==> src/rtl/seg_pkg.sv <==
package seg_pkg;
  localparam int VA_W     = 14;
  localparam int SEG_BITS = 2;
  localparam int PA_W     = 16;
  localparam int OFF_W    = VA_W - SEG_BITS;
  localparam int NSEG     = 1 << SEG_BITS;
  localparam int LEN_W    = OFF_W + 1;
  localparam int FLD_W    = 2;
  localparam int CFG_AW   = SEG_BITS + FLD_W;

  localparam logic [FLD_W-1:0] FLD_BASE  = 2'd0;
  localparam logic [FLD_W-1:0] FLD_LIMIT = 2'd1;
  localparam logic [FLD_W-1:0] FLD_PERM  = 2'd2;

  typedef enum logic [1:0] {FLT_NONE, FLT_BOUNDS, FLT_INVALID, FLT_PROT} fault_e;
  typedef enum logic [1:0] {ACC_READ, ACC_WRITE, ACC_EXEC, ACC_RSVD} acc_e;

  typedef struct packed {
    logic [PA_W-1:0]  base;
    logic [LEN_W-1:0] limit;
    logic             ok;
    logic             x;
    logic             w;
    logic             r;
  } seg_ent_t;

  function automatic seg_ent_t seg_reset(input int unsigned idx);
    seg_ent_t e;
    e = '0;
    case (idx)
      0: begin e.base = PA_W'(16'h4000); e.limit = LEN_W'(13'h0700); e.ok = 1'b1; e.r = 1'b1; e.x = 1'b1; end
      1: begin e.base = PA_W'(16'h0000); e.limit = LEN_W'(13'h0500); e.ok = 1'b1; e.r = 1'b1; e.w = 1'b1; end
      3: begin e.base = PA_W'(16'h2000); e.limit = LEN_W'(13'h1000); e.ok = 1'b1; e.r = 1'b1; e.w = 1'b1; end
      default: e = '0;
    endcase
    return e;
  endfunction
endpackage

==> src/rtl/seg_table.sv <==
module seg_table
  import seg_pkg::*;
(
  input  logic                    clk_i,
  input  logic                    rst_ni,
  input  logic                    we_i,
  input  logic [CFG_AW-1:0]       addr_i,
  input  logic [PA_W-1:0]         wdata_i,
  output logic [PA_W-1:0]         rdata_o,
  output seg_ent_t [NSEG-1:0]     tab_o
);
  seg_ent_t [NSEG-1:0] tab_q;
  logic [SEG_BITS-1:0] sel;
  logic [FLD_W-1:0]    fld;

  assign sel = addr_i[CFG_AW-1:FLD_W];
  assign fld = addr_i[FLD_W-1:0];

  for (genvar s = 0; s < NSEG; s++) begin : g_seg
    always_ff @(posedge clk_i or negedge rst_ni) begin
      if (!rst_ni) begin
        tab_q[s] <= seg_reset(s);
      end else if (we_i && sel == SEG_BITS'(s)) begin
        case (fld)
          FLD_BASE:  tab_q[s].base  <= wdata_i;
          FLD_LIMIT: tab_q[s].limit <= wdata_i[LEN_W-1:0];
          FLD_PERM:  {tab_q[s].ok, tab_q[s].x, tab_q[s].w, tab_q[s].r} <= wdata_i[3:0];
          default: ;
        endcase
      end
    end
  end

  always_comb begin
    seg_ent_t e;
    e = tab_q[sel];
    case (fld)
      FLD_BASE:  rdata_o = e.base;
      FLD_LIMIT: rdata_o = PA_W'(e.limit);
      FLD_PERM:  rdata_o = PA_W'({e.ok, e.x, e.w, e.r});
      default:   rdata_o = '0;
    endcase
  end

  assign tab_o = tab_q;
endmodule

==> src/rtl/seg_check.sv <==
module seg_check
  import seg_pkg::*;
(
  input  seg_ent_t          ent_i,
  input  logic [OFF_W-1:0]  off_i,
  input  logic [1:0]        acc_i,
  output fault_e            fault_o,
  output logic [PA_W-1:0]   paddr_o
);
  logic over;
  logic perm_ok;

  assign over = {1'b0, off_i} >= ent_i.limit;

  always_comb begin
    case (acc_e'(acc_i))
      ACC_READ:  perm_ok = ent_i.r;
      ACC_WRITE: perm_ok = ent_i.w;
      ACC_EXEC:  perm_ok = ent_i.x;
      default:   perm_ok = 1'b0;
    endcase
  end

  // priority: invalid, bounds, protection
  always_comb begin
    if (!ent_i.ok)     fault_o = FLT_INVALID;
    else if (over)     fault_o = FLT_BOUNDS;
    else if (!perm_ok) fault_o = FLT_PROT;
    else               fault_o = FLT_NONE;
  end

  assign paddr_o = ent_i.base + PA_W'(off_i);
endmodule

==> src/rtl/seg_xlate.sv <==
module seg_xlate
  import seg_pkg::*;
(
  input  logic              clk_i,
  input  logic              rst_ni,
  input  logic              req_valid_i,
  input  logic [VA_W-1:0]   req_vaddr_i,
  input  logic [1:0]        req_acc_i,
  input  logic              cfg_we_i,
  input  logic [CFG_AW-1:0] cfg_addr_i,
  input  logic [PA_W-1:0]   cfg_wdata_i,
  output logic [PA_W-1:0]   cfg_rdata_o,
  output logic              paddr_vld_o,
  output logic [PA_W-1:0]   paddr_o,
  output logic [1:0]        fault_o
);
  seg_ent_t [NSEG-1:0] tab_q;
  fault_e              flt;
  logic [PA_W-1:0]     pa;
  logic                hit;
  logic                vld_q;
  logic [PA_W-1:0]     pa_q;
  fault_e              flt_q;

  seg_table u_table (
    .clk_i   (clk_i),
    .rst_ni  (rst_ni),
    .we_i    (cfg_we_i),
    .addr_i  (cfg_addr_i),
    .wdata_i (cfg_wdata_i),
    .rdata_o (cfg_rdata_o),
    .tab_o   (tab_q)
  );

  seg_check u_check (
    .ent_i   (tab_q[req_vaddr_i[VA_W-1:OFF_W]]),
    .off_i   (req_vaddr_i[OFF_W-1:0]),
    .acc_i   (req_acc_i),
    .fault_o (flt),
    .paddr_o (pa)
  );

  assign hit = req_valid_i && (flt == FLT_NONE);

  always_ff @(posedge clk_i or negedge rst_ni) begin
    if (!rst_ni) begin
      vld_q <= 1'b0;
      pa_q  <= '0;
      flt_q <= FLT_NONE;
    end else begin
      vld_q <= hit;
      pa_q  <= hit ? pa : '0;
      flt_q <= req_valid_i ? flt : FLT_NONE;
    end
  end

  assign paddr_vld_o = vld_q;
  assign paddr_o     = pa_q;
  assign fault_o     = flt_q;
endmodule

==> config.mk <==
export PLATFORM = sky130hd
export DESIGN_NAME = seg_xlate
export DESIGN_NICKNAME = d
export VERILOG_FILES = /design/src/rtl/seg_pkg.sv /design/src/rtl/seg_table.sv /design/src/rtl/seg_check.sv /design/src/rtl/seg_xlate.sv
export SDC_FILE = /design/constraint.sdc
export NUM_CORES = 1
export LEC_CHECK = 0
export ABC_AREA = 1
export BUFFER_PORTS_ARGS = -buffer_cell sky130_fd_sc_hd__buf_2
export CAP_MARGIN = 20
export CORE_MARGIN = 2
export CORE_UTILIZATION = 54
export CTS_CLUSTER_DIAMETER = 150
export DETAILED_ROUTE_END_ITERATION = 6
export GPL_TIMING_DRIVEN = 0
export PLACE_DENSITY = 0.84
export SETUP_SLACK_MARGIN = 0.02
export SLEW_MARGIN = 20
export SYNTH_ARGS = -nofsm -noshare
export SYNTH_HDL_FRONTEND = slang
export SYNTH_SLANG_ARGS = --single-unit
export TNS_END_PERCENT = 50
==> constraint.sdc <==
create_clock -name clk_i -period 1.8 [get_ports clk_i]
set_clock_uncertainty 0.05 [all_clocks]
set_input_delay 0 -clock clk_i [delete_from_list [all_inputs] [get_ports clk_i]]
set_output_delay 0 -clock clk_i [all_outputs]
set_load 0.02 [all_outputs]
==> results summary, run 1 <==
The flow ran to the end, but the final reports show violations. The final reports fail on negative setup slack. The floorplan die width came out at 129 um. The number of sinks handled by clock tree synthesis came out at 151. The average size of a mapped cell came out at 7.69 um^2.

The total number of placement rows is 45. The number of nets in the layout is 1273. The number of inserted diodes came out at 0. In this run, CTS created clock tree buffers numbering 17. The number of synthesized register bits came out at 151. The half-perimeter wire length after detailed placement came out at 18900 um. The leakage power summed over all cells came out at 4.91 nW. Relative to the synthesized area, the layout overhead comes to 19.6%.

By startpoint and endpoint, the worst setup path is classified as reg -> reg. Net switching is 33.7% of the power. The TritonCTS clock tree is yes. The number of antenna violations at the first check in global routing was 0. The length of the first detailed-routing pass in iterations is 6.

The quantity of I/O buffers inserted on ports came out at 72. The floorplan step defined a die boundary enclosing 16600 um^2. The total wire length after detailed routing is 27000 um.

The first-pass GRT wire length came out at 42000 um. The clock network burns 31.5% of the power. The per-cell via count in the routed design came out at 6.11. The total number of vias came out at 8610. The final worst slack is -0.501 ns. The post-CTS clock slew at the launch and capture registers of the worst setup and hold paths came out at 0.06 ns. Measured in cells, the most critical reg-to-reg path has a length of 11. The achievable clock frequency is 435 MHz. The number of nets still failing antenna checks after routing is 0. Among all stages on the critical path, the largest delay is contributed by sky130_fd_sc_hd__ha_1. The startpoint kind of the worst setup timing path is a register.

The required time at the endpoint of the critical path is 2.07 ns. The reg-to-reg setup timing slack came out at -0.50 ns. The worst slack after detailed placement is -1.01 ns. The residual DRC count is 0. For the worst-skew pair, the clock arrives at the later sink with an insertion delay of 0.44 ns.

The yosys synthesis warning count is 0. The number of global-route vias before repair is 7918. The total congestion overflow after global routing is 0.

The number of cells on the worst hold path is 5. In this run the vertical extent of the chip is 129 um. In this run the biggest area consumer among cell types represents 39.9% of the synthesized area.

The final critical-path share of the clock period is 128%. The number of DRC markers after the initial detailed-route iteration is 1140. The placer's final routability congestion estimate came out at 0.934. The most area-hungry cell type in the Yosys netlist is sky130_fd_sc_hd__dfrtp_1. The post-layout minimum cycle time is 2.30 ns.

The maximum net fanout on the critical path is 2. Setup repair after global routing could not meet its margin everywhere. The tree is rooted in a sky130_fd_sc_hd__clkbuf_16. The initial standard-cell utilization of the core came out at 55.3%. The distinct cell type count of the synthesized netlist came out at 35. The mapped netlist covers 8400 um^2.

The critical path arrival came out at 2.57 ns. The total nets after synthesis is 1158. Leaving out fill and tap cells, the most frequent cell in the layout is sky130_fd_sc_hd__nand2_1. Setup violations remaining at the end of the flow were counted as 25. In this run the power spent charging and discharging nets is 3.64 mW. The share of the Yosys chip area taken by registers is 45.2%.

The power density over the cells is 1070 nW/um^2. The largest voltage drop on the vdd net came out at 800 uV. Measured against its own limit, the worst slew margin works out to 52.6%. The final-report hold violation count was 0. The maximum number of pins on one net before global-route repair came out at 84. The maximum count of clock buffers along a single path is 2. The global-route total usage across every layer is 33.3%. The transition at the pin with the smallest max-transition slack came out at 0.710 ns. The delay of the slowest cell on the worst path is 0.36 ns. The top-level I/O count came out at 75. The clock tree synthesis step divided the H-tree into 4 levels.

The power share of the sequential group is 43.0%. The placeable core area came out at 15200 um^2. The share of final-layout standard cells stronger than drive strength 1 came out at 18.0%. After synthesis, the cell types taking the most area are sky130_fd_sc_hd__dfrtp_1, sky130_fd_sc_hd__nand2_1, sky130_fd_sc_hd__o21ai_0. The average detailed-routed wire length per instance came out at 19.2 um. The internal power is 7.14 mW. The final number of max-transition violations came out at 0. The number of violations of the max-capacitance limit is 0.

The worst hold path belongs to the class in -> reg. In the layout the commonest cells are sky130_fd_sc_hd__nand2_1, sky130_fd_sc_hd__o21ai_0, sky130_fd_sc_hd__dfrtp_1, sky130_fd_sc_hd__nor2_1. Traced cell by cell, the critical path runs through inv_1, o21ai_0, a21oi_1, ha_1, nand3_1, nor2_1, nand2_4, buf_4, buf_4, nand3_1, a21oi_1. The synthesized netlist cell count is 1093. Measured on the finished design, the core utilization comes to 66.1%. The combinational power share is 25.4%. The critical path capture point type is a register.
-- kinds of logic (layout without fill, tap and decap cells) --
kind of cell | count (synthesis) | in the layout | synth area share, %
AOI/OAI and AO/OA | 313 | 313 | 20.9
buffers and inverters | 146 | 274 | 7.40
DFF | 151 | 151 | 45.2
adders and majority gates | 25 | 25 | 3.81
xor gates and xnor gates | 10 | 10 | 1.04
and+or+nand+nor | 448 | 448 | 21.6
-- sequential cells by signal, indices dropped and copies added (netlist names) --
name / count
u_table.tab_o: 132
paddr_o: 16
fault_o: 2
paddr_vld_o: 1
-- layout make-up --
class	instances	area, um^2
Fill cell	1269	5150
Multi-Input combinational cell	796	4160
Sequential cell	151	3800
Timing Repair Buffer	96	634
Clock buffer	28	497
Inverter	90	345
Buffer	56	328
Tap cell	188	235
Clock inverter	4	47.5
-- final timing paths --
path | from | end
min in group asynchronous | rst_ni | paddr_o[8]
setup reg to reg | u_table.tab_o[80] | fault_o[1]
max in group asynchronous | rst_ni | u_table.tab_o[99]
setup / recovery | u_table.tab_o[80] | fault_o[1]
hold / removal | cfg_addr_i[1] | u_table.tab_o[36]
hold reg to reg | u_table.tab_o[100] | u_table.tab_o[100]
-- critical path, delay by kind of cell (launching register included) --
kind,cells,cell delay [ns]
AND/OR/NAND/NOR,4,0.61
AO/OA/AOI/OAI,3,0.52
adder cells (fa/ha/maj),1,0.36
flip-flops,1,0.34
buffers and inverters,3,0.31
-- repair_timing --
action	4_1_cts	5_1_grt
cloned	0	1
resized for setup	7	58
setup buffers	2	1
pin swaps	4	13
hold buffers	19	0
hold endpoints to repair	239	0
endpoints found under the setup margin	19	31
-- synthesized netlist by cell type --
library cell               count
sky130_fd_sc_hd__inv_8         1
sky130_fd_sc_hd__o221ai_1      3
sky130_fd_sc_hd__o21ai_0     172
sky130_fd_sc_hd__buf_1         2
sky130_fd_sc_hd__or2_2         9
sky130_fd_sc_hd__fa_1          1
sky130_fd_sc_hd__nor2_1      107
sky130_fd_sc_hd__xor2_1        4
sky130_fd_sc_hd__nand3b_1      1
sky130_fd_sc_hd__buf_8         1
sky130_fd_sc_hd__buf_2        20
sky130_fd_sc_hd__a32oi_1       1
sky130_fd_sc_hd__o21bai_1      1
sky130_fd_sc_hd__a21oi_1      59
sky130_fd_sc_hd__inv_2         3
sky130_fd_sc_hd__a221oi_1      2
sky130_fd_sc_hd__nand2_1     275
sky130_fd_sc_hd__o22ai_1      14
sky130_fd_sc_hd__buf_6         3
sky130_fd_sc_hd__nand4_4       1
sky130_fd_sc_hd__clkbuf_1     28
sky130_fd_sc_hd__buf_4         2
sky130_fd_sc_hd__dfstp_2      17
sky130_fd_sc_hd__nor2_4        2
sky130_fd_sc_hd__a22oi_1      56
sky130_fd_sc_hd__nand4_1       2
sky130_fd_sc_hd__inv_1        86
sky130_fd_sc_hd__xnor2_1       6
sky130_fd_sc_hd__nand3_1      45
sky130_fd_sc_hd__dfrtp_1     134
sky130_fd_sc_hd__a21boi_0      1
sky130_fd_sc_hd__ha_1         24
sky130_fd_sc_hd__a31oi_1       3
sky130_fd_sc_hd__o211ai_1      1
sky130_fd_sc_hd__nor2_2        6
-- per-stage QoR --
stage          hold WS, ns  cells  area, um^2  power (mW)  TNS (ns)
2_1_floorplan       -0.346   1093        8480        6.30     -1.63
3_3_place_gp         0.169   1353        9070        7.04   -221.32
3_5_place_dp       -0.0604   1354        9110        7.15    -17.55
4_1_cts            0.00747   1407        9890        10.6     -8.16
5_1_grt             0.0570   1409       10000        11.3    -10.54
6_report            0.0314   1409       10000        10.8     -9.16
-- routing by layer --
layer | share of wire (%) | GRT usage (%) | routed length [um]
met3 | 12 | 8.19 | 3340
met4 | 3.9 | 13.9 | 1060
met5 | 0 | 0 | 0
met1 | 38 | 44.8 | 10300
met2 | 46 | 51.8 | 12300
-- power groups by stage --
stage | clock (mW) | sequential (mW) | combinational (mW)
6_report | 3.40 | 4.64 | 2.74
5_1_grt | 3.51 | 4.70 | 3.06
4_1_cts | 3.38 | 4.60 | 2.58
3_5_place_dp | 0 | 4.64 | 2.50
3_3_place_gp | 0 | 4.62 | 2.42
2_1_floorplan | 0 | 4.53 | 1.76
(Power assumes the default switching activity.)
==> run 2, diff against run 1 <==
==> constraint.sdc (replaced) <==
create_clock -name clk_i -period 1.8 [get_ports clk_i]
set_clock_uncertainty 0.05 [all_clocks]
set_input_delay 0.18 -clock clk_i [delete_from_list [all_inputs] [get_ports clk_i]]
set_output_delay 0.18 -clock clk_i [all_outputs]
set_load 0.02 [all_outputs]
==> results summary, run 2 (synthesized netlist as in run 1, its figures left out) <==
The transition at the pin with the smallest max-transition slack was 0.685 ns (-0.0259 ns). The power density over the cells was 1080 nW/um^2 (+0.83%). The number of global-route vias before repair is 8280 (+4.6%). The placer's final routability congestion estimate is 0.951 (+1.9%).

The number of inserted diodes was 0 (unchanged). The total number of placement rows came out at 45 (unchanged). The number of sinks handled by clock tree synthesis came to 151 (unchanged). Among cell families on the critical path, the largest total delay comes from simple AND/OR/NAND/NOR gates.

The global-route total usage across every layer is 34.2% (+0.95 points). The worst-case headroom to the max-slew limit came out at 54.4% (+1.7 points). The die area came out at 16600 um^2 (unchanged). The top-level I/O count came out at 75 (unchanged). The initial standard-cell utilization of the core is 55.3% (unchanged). The per-cell via count in the routed design is 6.19 (+1.3%). The count of placed standard cells including taps came out at 1354 (unchanged). The critical path is of the reg -> reg type. The cell at the slowest stage of the critical path is sky130_fd_sc_hd__dfstp_2. The maximum net fanout on the critical path is 3 (+1). The tree is rooted in a sky130_fd_sc_hd__clkbuf_16. The post-layout minimum cycle time came out at 2.24 ns (-0.0580 ns). The final number of max-transition violations is 0 (unchanged). The total buffers and inverters traversed by the critical path came out at 3 (unchanged). The quantity of I/O buffers inserted on ports is 72 (unchanged).

The delay of the slowest cell on the worst path is 0.56 ns (+0.20 ns). The critical path arrival came out at 2.52 ns (-0.05 ns). The total number of vias came out at 8775 (+1.9%). The final-report hold violation count came out at 0 (unchanged). The number of nets in the layout came out at 1282 (+0.71%). The first-pass GRT wire length is 43100 um (+2.6%). The signal on the critical path passes through nor2_2, nor2_2, a21oi_4, ha_4, nand2_4, buf_4, nor2_2, nand2_1, nand2_2, nand2_4, buf_4, buf_4, nand3_1, a21oi_2. The final worst slack came out at -0.443 ns (+0.0580 ns). The residual DRC count was 1 (+1).

The total wire length after detailed routing is 27800 um (+2.8%). The leakage power summed over all cells is 5.03 nW (+2.5%). The maximum count of clock buffers along a single path is 2 (unchanged).

The maximum level of the CTS H-tree is 4 (unchanged). The number of DRC markers after the initial detailed-route iteration is 1250 (+9.6%). The met3 demand-to-capacity share in global routing came to 8.69% (+0.50 points). The worst slack after detailed placement came out at -1.02 ns (-0.0152 ns). The largest voltage drop on the vdd net is 753 uV (-5.9%).

The class of the worst hold path is in -> reg. The number of fillers in the final layout was 1156 (-8.9%). The flow ran to the end, but the final reports show violations. The achievable clock frequency came to 446 MHz (+2.6%). The number of violations of the max-capacitance limit is 0 (unchanged).

The met1 routing resource usage after global routing came out at 44.2% (-0.69 points). The half-perimeter wire length after detailed placement came to 19000 um (+0.65%). The final cell count without fillers came to 1418 (+0.64%). STA classifies the critical path endpoint as a register. The maximum number of pins on one net before global-route repair is 79 (-6.0%). Setup repair after global routing could not meet its margin everywhere. The met2 track demand over resource was 53.7% (+1.9 points). The required time at the endpoint of the critical path came out at 2.08 ns (about the same). The clock insertion delay at the later pin of the skew report came to 0.44 ns (about the same). Leaving out fill and tap cells, the most frequent cell in the layout is sky130_fd_sc_hd__nand2_1. The final critical-path share of the clock period came out at 125% (-3.2 points).

The floorplan die width is 129 um (unchanged). The TritonCTS buffer count is 17 (unchanged). STA classifies the critical path startpoint as a register. The number of nets still failing antenna checks after routing is 0 (unchanged). The share of final-layout standard cells stronger than drive strength 1 came out at 22.4% (+4.4 points). TritonCTS built the clock tree. The library cells used most frequently in the layout, excluding fill and tap cells, are sky130_fd_sc_hd__nand2_1, sky130_fd_sc_hd__o21ai_0, sky130_fd_sc_hd__dfrtp_1, sky130_fd_sc_hd__nor2_1, sky130_fd_sc_hd__inv_1. The overall power consumption is 11.3 mW (+4.8%). The layer flagged by global routing as most heavily used is met2. The number of flip-flops in the largest register is 132 (unchanged). The average detailed-routed wire length per instance came out at 19.6 um (+2.2%). The length of the first detailed-routing pass in iterations is 7 (+1).

The final reports fail on design-rule violations, negative setup slack. The post-CTS clock slew at the launch and capture registers of the worst setup and hold paths is 0.06 ns (about the same). The total congestion overflow after global routing came out at 0 (unchanged). The worst hold-check slack is 0.00444 ns (-0.0269 ns). The number of setup violations in the final report came out at 30 (+20%). Relative to the synthesized area, the layout overhead comes to 24.2%.

The number of antenna violations at the first check in global routing was 0 (unchanged). The placeable core area is 15200 um^2 (unchanged). The height of the die is 129 um (unchanged).
## run 2: per-stage QoR
| stage | utilization [%] | TNS [ns] | area (um^2) |
|---|---|---|---|
| after CTS | 66.8 | -7.58 | 10200 |
| after global routing | 68.7 | -11.05 | 10400 |
| after floorplan | - | -4.27 | 8490 |
| after detailed placement | 60.0 | -22.38 | 9130 |
| after global placement | 59.8 | -259.21 | 9090 |
| final | 68.7 | -8.53 | 10400 |
## run 2: final cells by class
| class | instances | area, um^2 | share of cell area [%] |
|---|---|---|---|
| inverters | 90 | 345 | 3.31 |
| multi-input cells | 796 | 4370 | 41.8 |
| clock buffers | 22 | 474 | 4.54 |
| flip-flops and latches | 151 | 3800 | 36.4 |
| plain buffers | 55 | 372 | 3.56 |
| repair buffers | 106 | 728 | 6.97 |
| well taps | 188 | 235 | 2.25 |
| clock inverters | 10 | 121 | 1.16 |
## run 2: metal layers
layer  up-vias  part of all wire, %
li1       3912                    -
met1      4069                   37
met2       664                   46
met3       130                   12
met4         0                  5.0
met5         -                    0
## run 2: repair_timing
item,4_1_cts,5_1_grt
cloned,1,0
hold endpoints to repair,89,0
gates resized for setup,78,67
pin swaps,34,22
endpoints found under the setup margin,35,34
setup buffers,9,7
hold buffers,16,0
## run 2: where the power goes
group          internal [mW]  leakage, nW  switching [mW]  total (mW)
Clock                   2.15        0.279            1.48        3.64
Combinational           1.17         2.88            1.84        3.01
Sequential              4.11         1.87           0.535        4.65
Total                   7.44         5.03            3.86        11.3
## run 2: worst paths after layout
| kind | to | startpoint | slack, ns | depth (start not counted) |
|---|---|---|---|---|
| max reg2reg | fault_o[1] | u_table.tab_o[12] | -0.44 | 14 |
| max in group asynchronous | u_table.tab_o[115] | rst_ni | 0.64 | 3 |
| min reg2reg | u_table.tab_o[96] | u_table.tab_o[96] | 0.44 | 2 |
| min | u_table.tab_o[129] | cfg_wdata_i[13] | 0.004 | 3 |
| max | fault_o[1] | u_table.tab_o[12] | -0.44 | 14 |
| min in group asynchronous | paddr_o[8] | rst_ni | 0.25 | 2 |
## run 2: worst reg2reg max path: stages (launching register included)
cell and delay (ns):
sky130_fd_sc_hd__dfstp_2 0.56, sky130_fd_sc_hd__nor2_2 0.05, sky130_fd_sc_hd__nor2_2 0.18, sky130_fd_sc_hd__a21oi_4 0.07, sky130_fd_sc_hd__ha_4 0.30, sky130_fd_sc_hd__nand2_4 0.05, sky130_fd_sc_hd__buf_4 0.13, sky130_fd_sc_hd__nor2_2 0.10
sky130_fd_sc_hd__nand2_1 0.08, sky130_fd_sc_hd__nand2_2 0.10, sky130_fd_sc_hd__nand2_4 0.07, sky130_fd_sc_hd__buf_4 0.13, sky130_fd_sc_hd__buf_4 0.12, sky130_fd_sc_hd__nand3_1 0.08, sky130_fd_sc_hd__a21oi_2 0.06
